[src/rtl/alu16_pkg.sv]
package alu16_pkg;
  typedef enum logic [2:0] {
    OP_ADD = 3'd0, OP_SUB = 3'd1, OP_AND = 3'd2, OP_OR = 3'd3,
    OP_XOR = 3'd4, OP_SHF = 3'd5, OP_CMP = 3'd6, OP_NOP = 3'd7
  } alu_op_e;

  typedef enum logic [2:0] {
    CC_LT = 3'd0, CC_EQ = 3'd1, CC_LE = 3'd2, CC_GT = 3'd3,
    CC_V  = 3'd4, CC_C  = 3'd5, CC_VC = 3'd6, CC_NEVER = 3'd7
  } cond_e;

  localparam logic [1:0] REL_LESS    = 2'b10;
  localparam logic [1:0] REL_EQUAL   = 2'b01;
  localparam logic [1:0] REL_GREATER = 2'b00;

  // shift-mode bit positions
  localparam int SM_LEFT  = 3;
  localparam int SM_ROT   = 2;
  localparam int SM_CARRY = 1;
  localparam int SM_ARITH = 0;
endpackage

[src/rtl/alu16_addlog.sv]
module alu16_addlog
  import alu16_pkg::*;
#(
  parameter int W = 16
) (
  input  logic [2:0]   op,
  input  logic [W-1:0] a,
  input  logic [W-1:0] b,
  output logic [W-1:0] res,
  output logic         cout,
  output logic         ovf,
  output logic [1:0]   rel
);
  logic [W:0] sum_x, dif_x;

  always_comb begin
    sum_x = {1'b0, a} + {1'b0, b};
    dif_x = {1'b0, a} - {1'b0, b};
    res   = '0;
    cout  = 1'b0;
    ovf   = 1'b0;
    unique case (alu_op_e'(op))
      OP_ADD: begin
        res  = sum_x[W-1:0];
        cout = sum_x[W];
        ovf  = (a[W-1] == b[W-1]) && (sum_x[W-1] != a[W-1]);
      end
      OP_SUB: begin
        res  = dif_x[W-1:0];
        cout = dif_x[W];
        ovf  = (a[W-1] != b[W-1]) && (dif_x[W-1] != a[W-1]);
      end
      OP_AND: res = a & b;
      OP_OR:  res = a | b;
      OP_XOR: res = a ^ b;
      default: res = '0;
    endcase
    if ($signed(a) < $signed(b))       rel = REL_LESS;
    else if (a == b)                   rel = REL_EQUAL;
    else                               rel = REL_GREATER;
  end
endmodule

[src/rtl/alu16_shifter.sv]
module alu16_shifter
  import alu16_pkg::*;
#(
  parameter int W  = 16,
  parameter int SW = $clog2(W)
) (
  input  logic [W-1:0]  a,
  input  logic [SW-1:0] amt,
  input  logic [3:0]    mode,
  input  logic          cin,
  output logic [W-1:0]  res,
  output logic          cout,
  output logic          ovf
);
  logic [W-1:0] val;
  logic         cy;
  logic         fill;

  always_comb begin
    val  = a;
    cy   = mode[SM_ROT] && mode[SM_CARRY] ? cin : 1'b0;
    fill = 1'b0;
    for (int i = 0; i < W - 1; i++) begin
      if (i < int'(amt)) begin
        if (mode[SM_LEFT]) begin
          if (mode[SM_ROT]) fill = mode[SM_CARRY] ? cy : val[W-1];
          else              fill = 1'b0;
          cy  = val[W-1];
          val = {val[W-2:0], fill};
        end else begin
          if (mode[SM_ROT])        fill = mode[SM_CARRY] ? cy : val[0];
          else if (mode[SM_ARITH]) fill = val[W-1];
          else                     fill = 1'b0;
          cy  = val[0];
          val = {fill, val[W-1:1]};
        end
      end
    end
    res  = val;
    cout = cy;
    ovf  = val[W-1] != a[W-1];
  end
endmodule

[src/rtl/alu16_flagreg.sv]
module alu16_flagreg
  import alu16_pkg::*;
#(
  parameter int FW = 4
) (
  input  logic          clk,
  input  logic          rst,
  input  logic          we,
  input  logic [2:0]    op,
  input  logic [1:0]    rel,
  input  logic          ar_c,
  input  logic          ar_v,
  input  logic          sh_c,
  input  logic          sh_v,
  output logic [FW-1:0] flags
);
  logic [FW-1:0] nxt;

  always_comb begin
    nxt = flags;
    unique case (alu_op_e'(op))
      OP_ADD, OP_SUB: nxt[1:0] = {ar_v, ar_c};
      OP_SHF:         nxt[1:0] = {sh_v, sh_c};
      OP_CMP:         nxt[3:2] = rel;
      default:        nxt = flags;
    endcase
  end

  always_ff @(posedge clk) begin
    if (rst)     flags <= '0;
    else if (we) flags <= nxt;
  end
endmodule

[src/rtl/alu16_cond.sv]
module alu16_cond
  import alu16_pkg::*;
(
  input  logic [3:0] flags,
  input  logic [2:0] cond,
  output logic       taken
);
  always_comb begin
    unique case (cond_e'(cond))
      CC_LT:   taken = flags[3];
      CC_EQ:   taken = flags[2];
      CC_LE:   taken = |flags[3:2];
      CC_GT:   taken = ~|flags[3:2];
      CC_V:    taken = flags[1];
      CC_C:    taken = flags[0];
      CC_VC:   taken = |flags[1:0];
      default: taken = 1'b0;
    endcase
  end
endmodule

[src/rtl/alu16_flags.sv]
module alu16_flags
  import alu16_pkg::*;
#(
  parameter int W  = 16,
  parameter int SW = $clog2(W)
) (
  input  logic         clk,
  input  logic         rst,
  input  logic [2:0]   op,
  input  logic [15:0]  a,
  input  logic [15:0]  b,
  input  logic [3:0]   shmode,
  input  logic         flag_we,
  input  logic [2:0]   cond,
  output logic [15:0]  result,
  output logic [3:0]   flags,
  output logic         taken
);
  logic [W-1:0] al_res, sh_res;
  logic         al_c, al_v, sh_c, sh_v;
  logic [1:0]   rel;

  alu16_addlog #(.W(W)) u_addlog (
    .op(op), .a(a), .b(b), .res(al_res), .cout(al_c), .ovf(al_v), .rel(rel)
  );

  alu16_shifter #(.W(W), .SW(SW)) u_shift (
    .a(a), .amt(b[SW-1:0]), .mode(shmode), .cin(flags[0]),
    .res(sh_res), .cout(sh_c), .ovf(sh_v)
  );

  alu16_flagreg #(.FW(4)) u_flags (
    .clk(clk), .rst(rst), .we(flag_we), .op(op), .rel(rel),
    .ar_c(al_c), .ar_v(al_v), .sh_c(sh_c), .sh_v(sh_v), .flags(flags)
  );

  alu16_cond u_cond (.flags(flags), .cond(cond), .taken(taken));

  always_comb begin
    unique case (alu_op_e'(op))
      OP_SHF:         result = sh_res;
      OP_CMP, OP_NOP: result = '0;
      default:        result = al_res;
    endcase
  end
endmodule

[config.mk]
export PLATFORM = sky130hd
export DESIGN_NAME = alu16_flags
export DESIGN_NICKNAME = d
export VERILOG_FILES = /design/src/rtl/alu16_pkg.sv /design/src/rtl/alu16_addlog.sv /design/src/rtl/alu16_shifter.sv /design/src/rtl/alu16_flagreg.sv /design/src/rtl/alu16_cond.sv /design/src/rtl/alu16_flags.sv
export SDC_FILE = /design/constraint.sdc
export NUM_CORES = 1
export LEC_CHECK = 0
export CORE_MARGIN = 5
export CORE_UTILIZATION = 40
export DETAILED_ROUTE_END_ITERATION = 10
export PLACE_DENSITY = 0.6
export SYNTH_ARGS = -nofsm -noshare
export SYNTH_HDL_FRONTEND = slang
export SYNTH_HIERARCHICAL = 1
export SYNTH_SLANG_ARGS = --single-unit
[constraint.sdc]
create_clock -name clk -period 11.5 [get_ports clk]
set_clock_uncertainty 0.2 [all_clocks]
set_input_delay 2.875 -clock clk [delete_from_list [all_inputs] [get_ports clk]]
set_output_delay 2.875 -clock clk [all_outputs]
set_load 0.01 [all_outputs]
==> impl_metrics.yaml <==
outcome:
  status: "finished, final reports clean"
worst_setup_path:
  start_kind: "input port"
  cp.depth: 31
  cp_slowest_cell: "o41ai_2"
  worst_path_largest_cell_delay_ps: 400
  path_class: "input port to primary output"
  reg2reg_depth: 26
  cp-end-kind: "primary output"
  cp_common_cell: "buf_4"
  cp.buffers_inverters: 14
  required_ps: 8430
  critPathMaxFanout: 15
  critPathArrivalTime_ps: 8360
  crit_family: "compound AO/OA/AOI/OAI gates"
final_layout:
  multi_input_comb_area_mm2: 0.0105
  fin_area_mm2: 0.0158
  final_util_pct: 61.0
  diodes: 0
  regArea_um2: 80.1
  top_register: "u_flags/flags"
  largest_reg_flops: 4
  top_regs: "u_flags/flags x4"
  drive_gt1_share_pct: 37.3
  syn_to_final_growth_pct: 50.3
  finish.net_count: 2140
  fillers: 2473
clock_tree:
  clock-root-buffer: "clkbuf_16"
  clock_latency_ps: 230
  cts_tree: "built"
  cts_buffers: 3
  ctsHoldBuffers: 0
  clk_pin_slew_worst_paths_ps: 30
  cts_sinks: 4
  htree_levels: 1
  cts.path.max_buffers: 2
die:
  core_area_mm2: 0.0260
  dieArea_mm2: 0.0297
  initial_core_util_pct: 40.6
  die_h_um: 172
  num_io_pins: 66
  row_count: 59
  fp.dieW_um: 172
placed_design:
  placed_area_mm2: 0.0142
  pre_cts_slack_ps: -741
  io_buffers: 65
  gp_congestion: 1.01
  dp_hpwl_um: 41800
grt:
  grt_pass1_vias: 14157
  globalRouteOverflowTotal: 0
  antenna_found_initial: 0
  grt_usage_pct: 34.8
  grt_pass1_wl_um: 82600
  grt_max_degree: 77
yosys:
  synth_top_cell_by_area: "ha_1"
  synthTopCellsByArea: "ha_1, nor2_1, nand2_1"
  synth.most_common_cell: "nor2_1"
  synth_commonest_cells: "nor2_1, nand2_1, a21oi_1, o21ai_0, clkbuf_1"
  synth_seq_area_share_pct: 0.760
  synth-seq-cells: 4
  synthFlopType: "dfxtp_1"
  synth-edff-count: 0
  syn_area_mm2: 0.0105
  syn_inst: 1631
  synth_top_area_share_pct: 5.93
  async_reset_ff_share_pct: 0
  synth_area_per_cell_um2: 6.46
  synth_nets: 1728
  ys_warn_count: 6
  ys_types: 125
pwr:
  powerDensity_mw_per_mm2: 64.3
  clockPowerShare_pct: 5.7
  seqPwrFrac_pct: 1.5
  netSwitchingFraction_pct: 52.1
  leakage_uw: 0.00677
  internal_power_uw: 488
  p_sw_uw: 531
  share_comb_of_total_power_pct: 92.9
  irDropWorstVdd_uv: 62.3
  finalPower_uw: 1020
sta:
  max_freq_mhz: 87.4
  tightest_slew_ps: 1190
  report.final.slew_viol_count: 0
  setup_ws_ps: 63.8
  fin_crit_sh_pct: 99.4
  whs_ps: 322
  relSlewSlack_pct: 20.4
  hold_viol: 0
  fin_crit_ps: 11440
  finalSetupViolations: 0
detailed_routing:
  drc_errors: 0
  postRouteAntennaNets: 0
  routed-via-count: 15594
  via_per_inst: 6.56
  drt_wl_total_um: 55500
  drtPass1Iterations: 6
  drt_iter0_drc: 2020
  wl_per_cell_um: 23.4
hold_path:
  min_path_type: "flop to flop"
  hold_path_depth: 2
job:
  maxCapViolations: 0
[per-layer routing]
layer	wire, um	vias up	GRT usage [%]
li1	-	7096	-
met4	2290	0	11.2
met2	25300	933	57.5
met5	0	-	0
met1	23200	7401	48.1
met3	4690	164	2.58
[metrics by stage]
step,setup TNS (ps),std cells
final,0,2376
after global routing,-278,2376
after CTS,-453,2334
after detailed placement,-8960,2312
after global placement,-8740,2312
after floorplan,0,1631
[repair_timing]
item                       CTS  global route
pin swaps                   36            85
setup buffers               19            43
gates resized for setup    134           154
setup endpoints to repair   16            16
gates cloned                 0             0
[placed cells by master, fill, tap and decap left out, types with 13 or more instances in the layout]
cell,instances
a211o_1,13
a211oi_1,29
a211oi_2,20
a21o_1,18
a21oi_1,102
a21oi_2,16
a221o_1,20
a31oi_1,30
and2_1,26
buf_4,469
buf_6,18
clkdlybuf4s50_1,29
ha_1,50
inv_1,64
mux2_2,14
mux2i_1,34
nand2_1,157
nand2b_1,29
nand3_1,43
nand4_1,16
nor2_1,153
nor2b_1,34
nor3_1,31
o211ai_1,48
o21ai_0,85
o21ai_1,26
o22ai_1,15
o31ai_1,15
[final timing paths]
check / from / endpoint / slack [ps]
min reg2reg: u_flags/flags[1] / u_flags/flags[1] / 320
min: u_flags/flags[1] / u_flags/flags[1] / 320
max reg2reg: u_flags/flags[0] / u_flags/flags[1] / 5420
max: b[0] / result[6] / 60
[worst register-to-register path: stages, from the launching register on]
cell	delay [ps]
dfxtp_1	650
mux2_4	290
a221oi_4	70
o31a_4	380
buf_12	140
nor4_4	280
buf_4	220
o21ai_4	60
o21bai_1	180
o221ai_2	140
a41oi_2	320
nand3_2	180
buf_4	170
a2111oi_2	320
nor3_2	130
a32oi_2	300
a211oi_2	130
buf_4	150
o21ai_1	210
o211ai_4	140
o221a_1	300
o22ai_2	130
buf_4	140
xor2_1	140
nor4bb_1	70
or4_1	390
a21oi_1	160
[area by class of cell]
class                   count  share of cell area, %
clock buffers               3                  0.474
inverters                  68                   1.65
multi-input cells        1406                   66.2
flip-flops and latches      4                  0.505
well taps                 335                   2.65
repair buffers            560                   28.5
[power by group through the flow]
| stage | logic, uW | registers, uW | clock network [uW] |
|---|---|---|---|
| floorplan | 449 | 15.0 | 0 |
| CTS | 860 | 15.1 | 57.7 |
| global placement | 817 | 15.2 | 0 |
| finish | 946 | 15.1 | 57.7 |
| global route | 999 | 15.2 | 58.9 |
| detailed placement | 820 | 15.3 | 0 |
[cell families (layout without fill, tap and decap cells)]
family | count (synthesis) | count (layout) | synth area share [%]
compound gates | 677 | 677 | 48.0
simple gates | 615 | 615 | 29.3
buf+inv | 221 | 631 | 9.44
mux | 55 | 55 | 5.65
fa+ha+maj | 52 | 52 | 6.31
xor+xnor | 7 | 7 | 0.582
flops | 4 | 4 | 0.760
Power figures use the tool's default switching activity.
